[src/rtl/strmove_pkg.sv]
package strmove_pkg;

  typedef enum logic [1:0] {
    SZ_BYTE  = 2'd0,
    SZ_WORD  = 2'd1,
    SZ_DWORD = 2'd2,
    SZ_ALT4  = 2'd3
  } elemSizeT;

  typedef enum logic [2:0] {
    ST_IDLE  = 3'd0,
    ST_READ  = 3'd1,
    ST_CAPT  = 3'd2,
    ST_WRITE = 3'd3,
    ST_FIN   = 3'd4
  } moveStateT;

  typedef struct packed {
    logic loadRegs;
    logic captureData;
    logic stepRegs;
    logic selDst;
  } ctrlStrobesT;

  function automatic int unsigned sizeBytes(elemSizeT sz);
    case (sz)
      SZ_BYTE: return 1;
      SZ_WORD: return 2;
      default: return 4;
    endcase
  endfunction

endpackage

[src/rtl/strmove_dpath.sv]
module strmove_dpath
  import strmove_pkg::*;
#(
  parameter int SEG_W  = 16,
  parameter int IDX_W  = 16,
  parameter int CNT_W  = 16,
  parameter int DATA_W = 32
) (
  input  logic                 clk,
  input  logic                 rstN,
  input  ctrlStrobesT          ctl,
  input  logic                 dirFlag,
  input  logic [1:0]           elemSize,
  input  logic [SEG_W-1:0]     srcSegIn,
  input  logic [IDX_W-1:0]     srcIdxIn,
  input  logic [SEG_W-1:0]     dstSegIn,
  input  logic [IDX_W-1:0]     dstIdxIn,
  input  logic [CNT_W-1:0]     countIn,
  input  logic [DATA_W-1:0]    memRdData,
  output logic [SEG_W+3:0]     memAddr,
  output logic [DATA_W-1:0]    memWrData,
  output logic [DATA_W/8-1:0]  memByteEn,
  output logic [IDX_W-1:0]     srcIdx,
  output logic [IDX_W-1:0]     dstIdx,
  output logic [CNT_W-1:0]     count,
  output logic                 startZero,
  output logic                 lastElem
);

  localparam int ADDR_W = SEG_W + 4;
  localparam int LANES  = DATA_W / 8;

  logic [SEG_W-1:0]  srcSegQ, dstSegQ;
  logic [IDX_W-1:0]  srcIdxQ, dstIdxQ;
  logic [CNT_W-1:0]  countQ;
  logic [DATA_W-1:0] holdQ;
  logic              dirQ;
  elemSizeT          sizeQ;
  logic [IDX_W-1:0]  stepAmt;
  logic [ADDR_W-1:0] srcPhys, dstPhys;

  function automatic logic [ADDR_W-1:0] physAddr(logic [SEG_W-1:0] seg,
                                                 logic [IDX_W-1:0] idx);
    logic [ADDR_W-1:0] segPart;
    logic [ADDR_W-1:0] idxPart;
    segPart = {seg, 4'b0000};
    idxPart = ADDR_W'(idx);
    return segPart + idxPart;
  endfunction

  always_comb begin
    stepAmt = IDX_W'(sizeBytes(sizeQ));
  end

  always_ff @(posedge clk) begin
    if (!rstN) begin
      srcSegQ <= '0;
      dstSegQ <= '0;
      srcIdxQ <= '0;
      dstIdxQ <= '0;
      countQ  <= '0;
      dirQ    <= 1'b0;
      sizeQ   <= SZ_BYTE;
    end else if (ctl.loadRegs) begin
      srcSegQ <= srcSegIn;
      dstSegQ <= dstSegIn;
      srcIdxQ <= srcIdxIn;
      dstIdxQ <= dstIdxIn;
      countQ  <= countIn;
      dirQ    <= dirFlag;
      sizeQ   <= elemSizeT'(elemSize);
    end else if (ctl.stepRegs) begin
      if (dirQ) begin
        srcIdxQ <= srcIdxQ - stepAmt;
        dstIdxQ <= dstIdxQ - stepAmt;
      end else begin
        srcIdxQ <= srcIdxQ + stepAmt;
        dstIdxQ <= dstIdxQ + stepAmt;
      end
      countQ <= countQ - 1'b1;
    end
  end

  always_ff @(posedge clk) begin
    if (!rstN) begin
      holdQ <= '0;
    end else if (ctl.captureData) begin
      holdQ <= memRdData;
    end
  end

  assign srcPhys = physAddr(srcSegQ, srcIdxQ);
  assign dstPhys = physAddr(dstSegQ, dstIdxQ);
  assign memAddr = ctl.selDst ? dstPhys : srcPhys;

  for (genvar lane = 0; lane < LANES; lane++) begin : g_lane
    assign memWrData[lane*8 +: 8] = (lane < sizeBytes(sizeQ)) ? holdQ[lane*8 +: 8] : 8'h00;
    assign memByteEn[lane]        = (lane < sizeBytes(sizeQ));
  end

  assign srcIdx    = srcIdxQ;
  assign dstIdx    = dstIdxQ;
  assign count     = countQ;
  assign startZero = (countIn == '0);
  assign lastElem  = (countQ == CNT_W'(1));

endmodule

[src/rtl/strmove_ctrl.sv]
module strmove_ctrl
  import strmove_pkg::*;
(
  input  logic        clk,
  input  logic        rstN,
  input  logic        start,
  input  logic        startZero,
  input  logic        lastElem,
  output ctrlStrobesT ctl,
  output logic        memRd,
  output logic        memWr,
  output logic        busy,
  output logic        done
);

  moveStateT stateQ, stateD;

  always_comb begin
    stateD = stateQ;
    ctl    = '0;
    case (stateQ)
      ST_IDLE: begin
        if (start) begin
          ctl.loadRegs = 1'b1;
          stateD       = startZero ? ST_FIN : ST_READ;
        end
      end
      ST_READ: stateD = ST_CAPT;
      ST_CAPT: begin
        ctl.captureData = 1'b1;
        stateD          = ST_WRITE;
      end
      ST_WRITE: begin
        ctl.selDst   = 1'b1;
        ctl.stepRegs = 1'b1;
        stateD       = lastElem ? ST_FIN : ST_READ;
      end
      ST_FIN:  stateD = ST_IDLE;
      default: stateD = ST_IDLE;
    endcase
  end

  always_ff @(posedge clk) begin
    if (!rstN) stateQ <= ST_IDLE;
    else       stateQ <= stateD;
  end

  assign memRd = (stateQ == ST_READ);
  assign memWr = (stateQ == ST_WRITE);
  assign busy  = (stateQ != ST_IDLE);
  assign done  = (stateQ == ST_FIN);

endmodule

[src/rtl/strmove_engine.sv]
module strmove_engine
  import strmove_pkg::*;
#(
  parameter int SEG_W  = 16,
  parameter int IDX_W  = 16,
  parameter int CNT_W  = 16,
  parameter int DATA_W = 32
) (
  input  logic                clk,
  input  logic                rstN,
  input  logic                start,
  input  logic                dirFlag,
  input  logic [1:0]          elemSize,
  input  logic [SEG_W-1:0]    srcSegIn,
  input  logic [IDX_W-1:0]    srcIdxIn,
  input  logic [SEG_W-1:0]    dstSegIn,
  input  logic [IDX_W-1:0]    dstIdxIn,
  input  logic [CNT_W-1:0]    countIn,
  input  logic [DATA_W-1:0]   memRdData,
  output logic [SEG_W+3:0]    memAddr,
  output logic                memRd,
  output logic                memWr,
  output logic [DATA_W-1:0]   memWrData,
  output logic [DATA_W/8-1:0] memByteEn,
  output logic [IDX_W-1:0]    srcIdx,
  output logic [IDX_W-1:0]    dstIdx,
  output logic [CNT_W-1:0]    count,
  output logic                busy,
  output logic                done
);

  ctrlStrobesT ctl;
  logic        startZero;
  logic        lastElem;

  strmove_ctrl u_ctrl (
    .clk       (clk),
    .rstN      (rstN),
    .start     (start),
    .startZero (startZero),
    .lastElem  (lastElem),
    .ctl       (ctl),
    .memRd     (memRd),
    .memWr     (memWr),
    .busy      (busy),
    .done      (done)
  );

  strmove_dpath #(
    .SEG_W  (SEG_W),
    .IDX_W  (IDX_W),
    .CNT_W  (CNT_W),
    .DATA_W (DATA_W)
  ) u_dpath (
    .clk       (clk),
    .rstN      (rstN),
    .ctl       (ctl),
    .dirFlag   (dirFlag),
    .elemSize  (elemSize),
    .srcSegIn  (srcSegIn),
    .srcIdxIn  (srcIdxIn),
    .dstSegIn  (dstSegIn),
    .dstIdxIn  (dstIdxIn),
    .countIn   (countIn),
    .memRdData (memRdData),
    .memAddr   (memAddr),
    .memWrData (memWrData),
    .memByteEn (memByteEn),
    .srcIdx    (srcIdx),
    .dstIdx    (dstIdx),
    .count     (count),
    .startZero (startZero),
    .lastElem  (lastElem)
  );

endmodule

[config.mk]
export PLATFORM = sky130hd
export DESIGN_NAME = strmove_engine
export DESIGN_NICKNAME = d
export VERILOG_FILES = /design/src/rtl/strmove_pkg.sv /design/src/rtl/strmove_dpath.sv /design/src/rtl/strmove_ctrl.sv /design/src/rtl/strmove_engine.sv
export SDC_FILE = /design/constraint.sdc
export NUM_CORES = 1
export LEC_CHECK = 0
export ABC_CLOCK_PERIOD_IN_PS = 5700
export BUFFER_PORTS_ARGS = -buffer_cell sky130_fd_sc_hd__buf_2
export CORE_MARGIN = 5
export CORE_UTILIZATION = 35
export CTS_CLUSTER_SIZE = 16
export DETAILED_ROUTE_END_ITERATION = 8
export GPL_ROUTABILITY_DRIVEN = 0
export GPL_TIMING_DRIVEN = 0
export PLACE_DENSITY = 0.67
export SYNTH_ARGS = -nofsm -noshare
export SYNTH_HDL_FRONTEND = slang
export SYNTH_SLANG_ARGS = --single-unit
[constraint.sdc]
create_clock -name clk -period 5.7 [get_ports clk]
set_input_delay 0.57 -clock clk [delete_from_list [all_inputs] [get_ports clk]]
set_output_delay 0.57 -clock clk [all_outputs]
set_load 0.005 [all_outputs]
Word level (Yosys, flattened, before mapping)
Cells that the tools add are included.

storage, ports and cells
  bits in registers = 118
  bits of input ports = 118
  output and inout port bits = 108
  word-level logic and storage cells = 54

cells by class
  add/subtract/negate cells = 7
  $lt $le $gt $ge = 4
  equal/unequal tests = 7
  multiplexer cells = 22
  reductions and logical operators = 5

operator list
  operator                                                                      count
  16-bit 2-to-1 mux                                                             8
  20-bit by 16-bit adder with 20-bit output                                     2
  16-bit by 3-bit adder with 16-bit output                                      2
  8-bit 2-to-1 mux                                                              4
  16-bit by 3-bit subtractor with 16-bit output                                 2
  20-bit 2-to-1 mux                                                             1
  16-bit by 1-bit == test with 1-bit output (second input constant)             1
  16-bit logical NOT                                                            1
  16-bit by 1-bit subtractor with 16-bit output (second input constant)         1
  3-bit case mux with 4 select lines                                            1
  3-bit 2-to-1 mux                                                              3
  3-bit by 2-bit == test with 1-bit output (second input constant)              2
  1-bit by 3-bit less-than comparator with 1-bit output (first input constant)  2
  2-bit by 3-bit less-than comparator with 1-bit output (first input constant)  2
  3-bit case mux with 2 select lines                                            1
  3-bit by 1-bit == test with 1-bit output (second input constant)              1
  3-bit == test (second input constant)                                         1
  3-bit logical NOT                                                             1
  1-bit 2-to-1 mux                                                              3
  3-bit nonzero test                                                            1
  2-bit by 1-bit == test with 1-bit output (second input constant)              1
  2-bit logical NOT                                                             1
  2-bit 2-to-1 mux                                                              1
  2-bit inequality test (second input constant)                                 1
  2-bit nonzero test                                                            1

Depth between registers and ports, before layout
Gate-level depths: netlist of run 1.

  depth after elaboration = 6
  mapped depth = 15
  mapped depth without buffers = 14

Modules after synthesis
From an unflattened synthesis of run 1, not the netlist that was laid out.

unflattened totals
  cell total of the unflattened synthesis = 970
  area, all modules = 8057.7 um^2

modules (own cells, without submodules)
  module         instances  cells each  area an instance (um^2)  seq. area each (um^2)
  strmove_dpath  1          948         7848.8                   2302.2
  strmove_ctrl   1          22          209.0                    60.1

Worst setup path before layout of run 1
Ideal clock, no wire load.

  path kind = register to register
  start point = reg u_dpath.sizeQ[1]
  end point = reg u_dpath.dstIdxQ[14], in the netlist u_dpath.dstIdx[14]
  library setup time = 91 ps
  arrival time = 3397 ps
  data required time = 5609 ps
  setup slack = 2212 ps
  cell stages (with the launch flop) = 16
  buffers on the path = 1
  clock period less this slack = 3488 ps
  cell sequence = dfxtp_1 clkbuf_1 nor2_1 inv_1 ha_1 nand2b_1 nand2_1 xnor2_1 ha_1 a31oi_1 o311ai_1 or4_1 and3_1 a211oi_2 nor2_1 a311oi_1

between the ends
  cells in the longest elaborated chain, start to end = 6
  elaborated cells on any way between the ends = 8
  those cells by class = 2 x add/sub; 1 x eq/ne; 4 x mux; 1 x reduce/logical

ends and longest elaborated chain
  item                                                                                                              RTL line                                  text
  start: declaration                                                                                                strmove_dpath.sv:38                       elemSizeT sizeQ;
  start signal: assignment                                                                                          strmove_dpath.sv:71                       sizeQ <= elemSizeT'(elemSize);
  2-bit by 1-bit == test with 1-bit output / 2-bit logical NOT (equally long branches)                              strmove_pkg.sv:26                         case (sz)
  3-bit case mux with 2 select lines *                                                                              strmove_pkg.sv:26
  16-bit by 3-bit adder with 16-bit output / 16-bit by 3-bit subtractor with 16-bit output (equally long branches)  strmove_dpath.sv:78, strmove_dpath.sv:75
  16-bit 2-to-1 mux *                                                                                               strmove_dpath.sv:73                       if (dirQ) begin
  16-bit 2-to-1 mux *                                                                                               strmove_dpath.sv:72                       end else if (ctl.stepRegs) begin
  16-bit 2-to-1 mux *                                                                                               strmove_dpath.sv:64                       end else if (ctl.loadRegs) begin
  end signal: assignment                                                                                            strmove_dpath.sv:68                       dstIdxQ <= dstIdxIn;
  end signal: assignment                                                                                            strmove_dpath.sv:75                       dstIdxQ <= dstIdxQ - stepAmt;
  end signal: assignment                                                                                            strmove_dpath.sv:78                       dstIdxQ <= dstIdxQ + stepAmt;
  end: declaration                                                                                                  strmove_dpath.sv:34                       logic [IDX_W-1:0] srcIdxQ, dstIdxQ;

Mark *: on every way between the ends. The rest lies on a longest branch, timed or not. The select of a mux whose other input is x is not followed.
A chain may end at the register's enable or synchronous reset.

Final worst setup path of run 1
  start point = reg u_ctrl.stateQ[1]
  end point = out memAddr[8]

between the ends
  cells in the longest elaborated chain, start to end = 3

ends and longest elaborated chain
  item                                      RTL line              text
  start: declaration                        strmove_ctrl.sv:16    moveStateT stateQ, stateD;
  start signal: assignment                  strmove_ctrl.sv:45    else stateQ <= stateD;
  3-bit by 2-bit == test with 1-bit output  strmove_ctrl.sv:21    case (stateQ)
  2-bit 2-to-1 mux                          strmove_ctrl.sv:21
  20-bit 2-to-1 mux                         strmove_dpath.sv:94   assign memAddr = ctl.selDst ? dstPhys : srcPhys;
  end: declaration                          strmove_engine.sv:20  output logic [SEG_W+3:0] memAddr,

No other way between the ends.

==> flow_summary.ini, run 1 <==
[floorplan]
die_width_um = 157.6
die_area_um2 = 24840
num_io_pins = 226
fp-row-count = 54
core_area_um2 = 21620
start_util_pct = 35.28
die_h_um = 157.6

[pwr]
leakagePower_nw = 4.341
ir_drop_mv = 0.2496
power_density_nw_per_um2 = 314.2

[status]
status = complete, no violations

[clocking]
cts_buffers = 17
post-cts-setup-buffer-count = 0
clockBufferDepth = 2
path_clk_slew_ps = 60
cts-resized-gates = 0
clkLatencyLatePin_ps = 430
postCtsHoldBufs = 0
tritoncts = built
h-tree-depth = 4
cts-root-buf = clkbuf_16
cts_num_sinks = 118

[global_route]
grt_max_degree = 28
grt_pass1_vias = 7972
grt_util_all_layers_pct = 22.05
antenna_found_initial = 4
grt_pass1_wl_um = 42540
overflow = 0

[finish]
nets = 1437
drive_above_1_share_pct = 20.88
area_growth_pct = 26.82
fillers = 2257
final_cells = 1555

[sta]
max_clock_freq_ghz = 0.2266
period_needed_ps = 4412
setup_viol = 0
setup_tns_ps = 0
relSlewSlack_pct = 22.45
period_share_pct = 77.41
slew_viol_final = 0
skew_ps = 9.646
rsz0062_at_grt = no
worst_slew_pin_slew_ps = 1162
hold_violations = 0

[synth]
async_flop_share_pct = 0
yosysTopAreaCell = dfxtp_1
ys_types = 64
synth_seq_cells = 118
synth_seq_area_share_pct = 30.97
synth_warnings = 0
synth_nets = 1194
ys.flop_type = dfxtp_1
synth-edff-count = 0
syn_inst = 1018
synth.area.top_cells = dfxtp_1, nand2_1, ha_1
syn_area_per_cell_um2 = 7.492
synth_top_area_share_pct = 30.97
netlist_area_um2 = 7627

[placement]
port-buffer-count = 224
dp_hpwl_um = 21760
dp.cells = 1522

[critical_path]
critPathLaunchType = flop
worstPathRequired_ps = 5130
critPathCaptureType = output port
crit_fanout = 10
crit_arrival_ps = 3840
crit_type = flop to output port
r2r_cells = 15

[min_path]
hp-class = input port to flop
min_path_cells = 3

[routing]
drc = 0
drtIter0Drc = 605
routedWlPerCell_um = 18.40
totalWireLength_um = 28620
num_vias = 8371
drtPass1Iterations = 5
vias_per_cell = 5.383
ant_nets = 0

[flow_run]
max-cap-violations = 0
==> worst max-delay path: stages (launching register included) <==
cell,delay [ps]
dfxtp_1,310
clkbuf_1,340
inv_1,140
or3_1,370
clkbuf_1,290
clkinv_1,220
clkbuf_1,540
buf_1,610
nand3b_1,250
o31ai_1,150
buf_2,180
==> cell type report <==
| class | count | area [um2] | share of cell area, % |
|---|---|---|---|
| well taps | 280 | 350.3 | 3.622 |
| clock buffers | 17 | 425.4 | 4.398 |
| flip-flops and latches | 118 | 2362 | 24.42 |
| repair buffers | 224 | 1121 | 11.59 |
| diodes | 1 | 2.502 | 0.02587 |
| inverters | 29 | 108.9 | 1.125 |
| clock inverters | 15 | 146.4 | 1.513 |
| plain buffers | 63 | 242.7 | 2.509 |
| multi-input cells | 808 | 4913 | 50.80 |
==> synth_stat cells (all sizes together), types with 6 or more instances <==
| cell | count |
|---|---|
| nor3 | 22 |
| nand2 | 197 |
| nand2b | 13 |
| o31ai | 8 |
| nor4 | 7 |
| or3 | 6 |
| o311ai | 6 |
| a221oi | 9 |
| o21ai | 42 |
| o211ai | 8 |
| clkbuf | 59 |
| o22ai | 9 |
| nor2 | 55 |
| a211oi | 8 |
| xor2 | 21 |
| dfxtp | 118 |
| o21a | 13 |
| a31oi | 17 |
| a22oi | 22 |
| and2 | 23 |
| ha | 56 |
| nand3 | 16 |
| inv | 28 |
| a21oi | 132 |
| xnor2 | 26 |
| a21o | 13 |
| and3 | 7 |
| nor2b | 19 |
==> report_power, final <==
group / switching [mW] / leakage [nW] / internal, mW
clock network: 0.458 / 0.269 / 0.610
registers: 0.0951 / 0.965 / 0.917
logic: 0.581 / 3.11 / 0.378
==> registers in the layout, indices dropped and copies added (netlist names) <==
signal	flops
u_dpath.dstSegQ	16
u_dpath.sizeQ	2
u_dpath.dirQ	1
u_dpath.srcIdx	16
u_dpath.count	16
u_dpath.srcSegQ	16
u_dpath.dstIdx	16
u_ctrl.stateQ	3
u_dpath.holdQ	32
==> path summary, 6_finish.rpt <==
kind | from | to | slack, ps
min | memRdData[18] | u_dpath.holdQ[18]$_SDFFE_PN0N_ | 380
max reg2reg | u_dpath.sizeQ[1]$_SDFFE_PN0P_ | u_dpath.dstIdx[14]$_SDFFE_PN0P_ | 1320
min reg2reg | u_dpath.holdQ[26]$_SDFFE_PN0N_ | u_dpath.holdQ[26]$_SDFFE_PN0N_ | 450
max | u_ctrl.stateQ[1]$_SDFFE_PN0P_ | memAddr[8] | 1290
==> cells by family after synthesis <==
logic type	Yosys count	share of synthesized area [%]
simple gates	387	23.49
buf+inv	92	4.609
xor+xnor	47	5.397
compound gates	308	24.82
fa+ha+maj	58	9.711
other cells	1	0.04917
mux	7	0.9514
flops	118	30.97
==> per-stage QoR <==
step | power [mW] | instance area [um2] | hold slack [ps] | setup slack [ps] | utilization [%]
after floorplan | 1.609 | 7627 | 431.7 | 2212 | -
after global placement | 1.961 | 9099 | 437.1 | 1380 | 42.08
after detailed placement | 1.976 | 9099 | 444.1 | 1361 | 42.08
after CTS | 3.044 | 9671 | 366.9 | 1320 | 44.73
after global routing | 3.200 | 9673 | 374.1 | 987.1 | 44.74
final | 3.039 | 9673 | 377.0 | 1288 | 44.74
==> layout by cell type (no fill, tap or decap), types with 4 or more instances in the layout <==
cell / Yosys / layout
nor2b_1: 19 / 19
o22ai_1: 9 / 9
a31oi_1: 17 / 17
nor4_1: 6 / 6
a221oi_1: 9 / 9
nand4_1: 4 / 4
ha_1: 56 / 56
xnor2_1: 26 / 26
o311ai_0: 5 / 5
nand3_1: 16 / 16
clkbuf_16: 0 / 17
nor2_1: 55 / 55
clkinvlp_4: 0 / 4
o21ai_0: 41 / 41
inv_1: 28 / 28
or4_1: 4 / 4
nand2_1: 197 / 197
mux2i_1: 5 / 5
a21oi_1: 132 / 132
dfxtp_1: 118 / 118
o31ai_1: 8 / 8
buf_2: 2 / 226
o211ai_1: 8 / 8
a211oi_1: 7 / 7
a22oi_1: 22 / 22
or3_1: 6 / 6
inv_6: 0 / 5
nand2b_1: 13 / 13
and3_1: 7 / 7
clkbuf_1: 59 / 59
a21o_1: 13 / 13
o21a_1: 13 / 13
nor3_1: 22 / 22
and2_1: 23 / 23
xor2_1: 21 / 21
==> routing by layer <==
metal | wire (um) | up-vias | track usage (%)
li1 | - | 4098 | -
met1 | 11670 | 3867 | 27.03
met2 | 13730 | 350 | 37.39
met3 | 2375 | 50 | 5.194
met4 | 795 | 6 | 8.644
met5 | 39 | - | 0
(Power assumes the default switching activity.)
==> run 2, diff against run 1 <==
--- a/config.mk
+++ b/config.mk
@@ -5,7 +5,8 @@
 export SDC_FILE = /design/constraint.sdc
 export NUM_CORES = 1
 export LEC_CHECK = 0
-export ABC_CLOCK_PERIOD_IN_PS = 5700
+export ABC_AREA = 1
+export ABC_CLOCK_PERIOD_IN_PS = 4200
 export BUFFER_PORTS_ARGS = -buffer_cell sky130_fd_sc_hd__buf_2
 export CORE_MARGIN = 5
 export CORE_UTILIZATION = 35
@@ -13,7 +14,7 @@
 export DETAILED_ROUTE_END_ITERATION = 8
 export GPL_ROUTABILITY_DRIVEN = 0
 export GPL_TIMING_DRIVEN = 0
-export PLACE_DENSITY = 0.67
+export PLACE_DENSITY = 0.66
 export SYNTH_ARGS = -nofsm -noshare
 export SYNTH_HDL_FRONTEND = slang
 export SYNTH_SLANG_ARGS = --single-unit
==> constraint.sdc (replaced) <==
create_clock -name clk -period 4.2 [get_ports clk]
set_input_delay 0.42 -clock clk [delete_from_list [all_inputs] [get_ports clk]]
set_output_delay 0.42 -clock clk [all_outputs]
set_load 0.005 [all_outputs]
==> run 2 against run 1 <==
Sequential share of layout area fell by 1.5 points. Total power rose by 51%. Cell count rose by 17%. Core utilization rose by 0.50 points. Synthesized cell count rose by 23%. Clock power rose by 45%. Register-to-register slack got worse by 410 ps. Die area rose by 6.6%. Synthesized area rose by 7.0%.
==> flow_summary.ini, run 2 <==
[status]
status = complete, no violations

[synth]
synth.area.top_cells = dfxtp_1, nand2_1, ha_1
syn_area_per_cell_um2 = 6.516
yosys-top-cells-count = nand2_1, nor2_1, inv_1
async_flop_share_pct = 0
synth-edff-count = 0
syn_inst = 1253
yosysTopAreaCell = dfxtp_1
synth_top_area_share_pct = 28.93
synth_most_common_cell = nand2_1
ys_types = 48
synth_warnings = 0
synth_nets = 1429
synth_seq_area_share_pct = 28.93
ys.flop_type = dfxtp_1
netlist_area_um2 = 8164
synth_seq_cells = 118

[critical_path]
critPathCaptureType = flop
rr_endpoint = u_dpath.dstIdx[8]$_SDFFE_PN0P_
crit_type = flop to flop
worstPathRequired_ps = 4550
critPathLaunchType = flop
regToRegSetupSlack_ps = 910
r2r_cells = 19
crit_arrival_ps = 3640
crit_fanout = 11
r2r-start = u_dpath.sizeQ[1]$_SDFFE_PN0P_

[clocking]
cts-resized-gates = 0
clkLatencyLatePin_ps = 420
path_clk_slew_ps = 60
post-cts-setup-buffer-count = 0
h-tree-depth = 4
postCtsHoldBufs = 0
cts_buffers = 17
clockBufferDepth = 2
cts-root-buf = clkbuf_16
cts_num_sinks = 118
tritoncts = built

[finish]
layout_commonest_cell = nand2_1
final_cells = 1824
regMostFlops = u_dpath.holdQ
final_cell_mix = nand2_1, buf_2, nor2_1, inv_1, a21oi_1
area_growth_pct = 26.22
fin_util_pct = 45.24
largest_register_ffs = 32
drive_above_1_share_pct = 20.68
nets = 1672
fin_area_um2 = 10300

[global_route]
antenna_found_initial = 3
grt_max_degree = 26
top_usage_layer = met2
grt_util_all_layers_pct = 21.90
grtUsageMet2_pct = 35.74
met3_usage_pct = 4.075
overflow = 0
grt_pass1_wl_um = 46420
grt_pass1_vias = 9089
gr-usage-met1_pct = 27.95

[floorplan]
fp-row-count = 55
die_area_um2 = 26480
die_width_um = 162.7
num_io_pins = 226
core_area_um2 = 22780
die_h_um = 162.7
start_util_pct = 35.84

[sta]
slew_viol_final = 0
hold_violations = 0
worst_slew_pin_slew_ps = 1136
period_share_pct = 78.42
fin_ws_ps = 906.6
setup_tns_ps = 0
skew_ps = 11.29
period_needed_ps = 3293
relSlewSlack_pct = 24.19
setup_viol = 0
rsz0062_at_grt = no
max_clock_freq_ghz = 0.3036
hold-worst-slack_ps = 225.1

[pwr]
leakagePower_nw = 5.156
p_int_mw = 2.875
combPwrFrac_pct = 35.3
ir_drop_mv = 0.2917
swShare_pct = 37.51
clockPowerShare_pct = 33.7
seq_power_share_pct = 31.0
fin_total_pwr_mw = 4.601
p_sw_mw = 1.726
power_density_nw_per_um2 = 446.5

[min_path]
hp-class = input port to flop
min_path_cells = 3
min_from = srcSegIn[12]
whs_endpoint = u_dpath.srcSegQ[12]$_SDFFE_PN0P_

[placement]
dp.cells = 1790
dpl_cell_area_um2 = 9677
port-buffer-count = 224
dp_slack_ps = 931.8
dp_hpwl_um = 23380

[flow_run]
max-cap-violations = 0

[routing]
drtPass1Iterations = 5
num_vias = 9292
routedWlPerCell_um = 16.13
vias_per_cell = 5.094
totalWireLength_um = 29420
ant_nets = 0
drtIter0Drc = 682
drc = 0
-- run 2: cell count changes in the layout (fill, tap and decap cells not counted), sizes merged, moves of 18 or more --
cell,change
nor2,+87
inv,+107
nor2b,-19
a22o,+18
o21ai,+55
nand2,+89
a22oi,-22
xnor2,-19
nand3,+75
and2,-20
-- run 2: worst max path at each step --
stage                                    from                         endpoint  slack (ps)  cells after the start
2_1_floorplan   u_dpath.sizeQ[1]$_SDFFE_PN0P_   u_dpath.srcIdx[6]$_SDFFE_PN0P_        1520                     18
6_report        u_dpath.sizeQ[1]$_SDFFE_PN0P_   u_dpath.dstIdx[8]$_SDFFE_PN0P_         910                     19
4_1_cts         u_dpath.sizeQ[1]$_SDFFE_PN0P_  u_dpath.srcIdx[14]$_SDFFE_PN0P_         920                     20
3_5_place_dp    u_dpath.sizeQ[1]$_SDFFE_PN0P_  u_dpath.srcIdx[14]$_SDFFE_PN0P_         930                     20
3_3_place_gp    u_dpath.sizeQ[1]$_SDFFE_PN0P_   u_dpath.srcIdx[6]$_SDFFE_PN0P_         990                     18
5_1_grt        u_dpath.srcIdx[4]$_SDFFE_PN0P_                      memAddr[12]         590                     15
-- run 2: worst max-delay path, stage by stage (launching register included) --
cell and delay [ps]:
dfxtp_1 290, buf_4 160, nor2_1 670, inv_1 220
ha_1 440, nand2_2 110, nand2_1 100, nand2_1 80
nand2_1 70, inv_1 40, ha_1 190, inv_1 50
nand2_1 100, nand3_1 100, nand3_2 110, nand2_1 80
nand2_1 60, a21oi_1 110, o21ai_1 120, a21oi_1 130
-- run 2: power groups by stage --
stage               clock, mW  sequential (mW)  combinational [mW]
finish                   1.55             1.43                1.62
global route             1.63             1.44                1.83
CTS                      1.57             1.42                1.62
detailed placement          0             1.45                1.61
global placement            0             1.44                1.59
floorplan                   0             1.40                1.06
-- run 2: cell type report --
cell class | instances | area [um2]
buffer | 57 | 247.7
inverter | 142 | 535.5
multi-input combinational | 936 | 5019
tap | 313 | 391.6
timing repair buffer | 224 | 1121
fill | 2407 | 12470
clock buffer | 19 | 442.9
clock inverter | 13 | 180.2
sequential | 118 | 2362
antenna | 2 | 5.005
-- run 2: cell families after synthesis --
group	share of synthesized area, %
adder cells (fa/ha/maj)	9.073
buffers and inverters	9.594
XOR/XNOR	1.931
flip-flops	28.93
other	0.04593
multiplexers	0.1226
AO/OA/AOI/OAI	20.97
AND/OR/NAND/NOR	29.33
-- run 2: routing by layer --
layer | up-vias | share of wire [%]
met4 | 2 | 4.1
met5 | - | 0.024
met1 | 4219 | 43
met2 | 319 | 46
met3 | 78 | 6.1
li1 | 4674 | -
==> run 3, diff against run 2 <==
--- a/config.mk
+++ b/config.mk
@@ -6,7 +6,7 @@
 export NUM_CORES = 1
 export LEC_CHECK = 0
 export ABC_AREA = 1
-export ABC_CLOCK_PERIOD_IN_PS = 4200
+export ABC_CLOCK_PERIOD_IN_PS = 3000
 export BUFFER_PORTS_ARGS = -buffer_cell sky130_fd_sc_hd__buf_2
 export CORE_MARGIN = 5
 export CORE_UTILIZATION = 35
@@ -14,7 +14,7 @@
 export DETAILED_ROUTE_END_ITERATION = 8
 export GPL_ROUTABILITY_DRIVEN = 0
 export GPL_TIMING_DRIVEN = 0
-export PLACE_DENSITY = 0.66
+export PLACE_DENSITY = 0.68
 export SYNTH_ARGS = -nofsm -noshare
 export SYNTH_HDL_FRONTEND = slang
 export SYNTH_SLANG_ARGS = --single-unit
==> constraint.sdc (replaced) <==
create_clock -name clk -period 3 [get_ports clk]
set_input_delay 0.3 -clock clk [delete_from_list [all_inputs] [get_ports clk]]
set_output_delay 0.3 -clock clk [all_outputs]
set_load 0.005 [all_outputs]
==> run 3 against run 2 <==
Worst hold slack worse by 130 ps. Global-route usage about the same. Combinational power up 42%. Sequential power up 40%. Via count up 0.75%. Register-to-register slack worse by 550 ps. Core utilization up 0.19 points. Design area up 0.43%. Cell count up 0.16%. Clock skew up 3.9 ps. First-iteration DRC count down 0.73%. Clock power up 34%. Critical path type is now flop to output port.
==> flow_summary.ini, run 3 (synthesized netlist as in run 2, its figures left out) <==
[placement]
dp_hpwl_um = 23500
port-buffer-count = 224
dp_slack_ps = -242.8
dp.cells = 1790

[critical_path]
critPathCaptureType = output port
r2r_cells = 20
crit_path_start = u_ctrl.stateQ[2]$_SDFFE_PN0P_
cpMaxStageDelayCell = clkbuf_1
crit_path_max_incr_delay_ps = 590
path_cells = inv_2 > nand2_1 > nor2_2 > inv_2 > clkbuf_1 > o21ai_0 > a21oi_1 > a21oi_1 > buf_2
crit_type = flop to output port
crit_arrival_ps = 2580
worstPathRequired_ps = 2700
crit_fanout = 10
r2r-start = u_dpath.sizeQ[1]$_SDFFE_PN0P_
critPathLaunchType = flop

[sta]
setup_viol = 0
period_share_pct = 95.92
worst_slew_pin_slew_ps = 739.7
relSlewSlack_pct = 50.69
rsz0062_at_grt = yes
slew_viol_final = 0
hold_violations = 0
skew_ps = 15.18
period_needed_ps = 2878
max_clock_freq_ghz = 0.3475
fin_ws_ps = 122.4

[floorplan]
num_io_pins = 226
start_util_pct = 35.84
die_h_um = 162.7
fp-row-count = 55
die_width_um = 162.7
core_area_um2 = 22780
die_area_um2 = 26480

[pwr]
ir_drop_mv = 0.3559
leakagePower_nw = 5.151
power_density_nw_per_um2 = 615.5
fin_total_pwr_mw = 6.370

[finish]
area_growth_pct = 26.76
regMostFlops = u_dpath.holdQ
largest_register_ffs = 32
final_cells = 1827
drive_above_1_share_pct = 21.76
layout_commonest_cell = nand2_1
nets = 1675
final_cell_mix = nand2_1, buf_2, inv_1, nor2_1, a21oi_1

[clocking]
h-tree-depth = 4
clockBufferDepth = 2
postCtsHoldBufs = 0
cts_num_sinks = 118
cts_buffers = 17
clkLatencyLatePin_ps = 430
path_clk_slew_ps = 70
cts-root-buf = clkbuf_16
tritoncts = built

[routing]
ant_nets = 0
vias_per_cell = 5.124
totalWireLength_um = 29710
drc = 0
drtPass1Iterations = 6
drtIter0Drc = 677
num_vias = 9362
routedWlPerCell_um = 16.26

[global_route]
overflow = 0
antenna_found_initial = 3
grt_pass1_wl_um = 46150
grt_util_all_layers_pct = 21.95
grt_pass1_vias = 8957
grt_max_degree = 26

[min_path]
min_path_cells = 3
hp-class = input port to flop
min_from = srcSegIn[10]

[status]
status = complete, no violations

[flow_run]
max-cap-violations = 0
-- run 3: cell type report --
type | count | area [um2]
Antenna cell | 2 | 5.005
Buffer | 57 | 247.7
Fill cell | 2421 | 12430
Multi-Input combinational cell | 936 | 5062
Clock inverter | 13 | 147.6
Clock buffer | 19 | 442.9
Timing Repair Buffer | 227 | 1144
Tap cell | 313 | 391.6
Inverter | 142 | 535.5
Sequential cell | 118 | 2372
-- run 3: repair_timing --
action / 4_1_cts / 5_1_grt
resized for setup: 3 / 18
setup endpoints to repair: 14 / 14
setup buffers: 0 / 3
pin swaps: 0 / 5
-- run 3: power by group --
group          leakage (nW)  internal, mW  switching, mW
combinational          3.90         0.855           1.45
clock                 0.277          1.25          0.817
sequential            0.971          1.78          0.218
-- run 3: routing by layer --
| metal | global-route usage [%] | part of all wire (%) |
|---|---|---|
| met5 | 0 | 0.067 |
| met4 | 7.815 | 3.1 |
| met3 | 4.126 | 6.5 |
| met2 | 37.45 | 48 |
| met1 | 27.66 | 43 |
-- run 3: final timing paths --
| path | end | slack (ps) |
|---|---|---|
| max | memAddr[10] | 120 |
| min | u_dpath.srcSegQ[10]$_SDFFE_PN0P_ | 100 |
| max reg2reg | u_dpath.srcIdx[14]$_SDFFE_PN0P_ | 360 |
| min reg2reg | u_dpath.holdQ[15]$_SDFFE_PN0N_ | 450 |
-- run 3: per-stage QoR --
step	util [%]	cell area (um2)	hold WS, ps	TNS, ps
final	45.43	10350	97.83	0
after global routing	45.43	10350	94.42	-30.55
after CTS	45.11	10280	86.08	0
after detailed placement	42.48	9677	446.1	-1848
after global placement	42.48	9677	440.6	-904.2
after floorplan	-	8164	430.1	0
-- run 3: critical path: cells and delay by family (launching register included) --
family,cells,cell delay [ps]
buffers and inverters,4,950
AND/OR/NAND/NOR,2,210
flip-flops,1,390
AO/OA/AOI/OAI,3,590
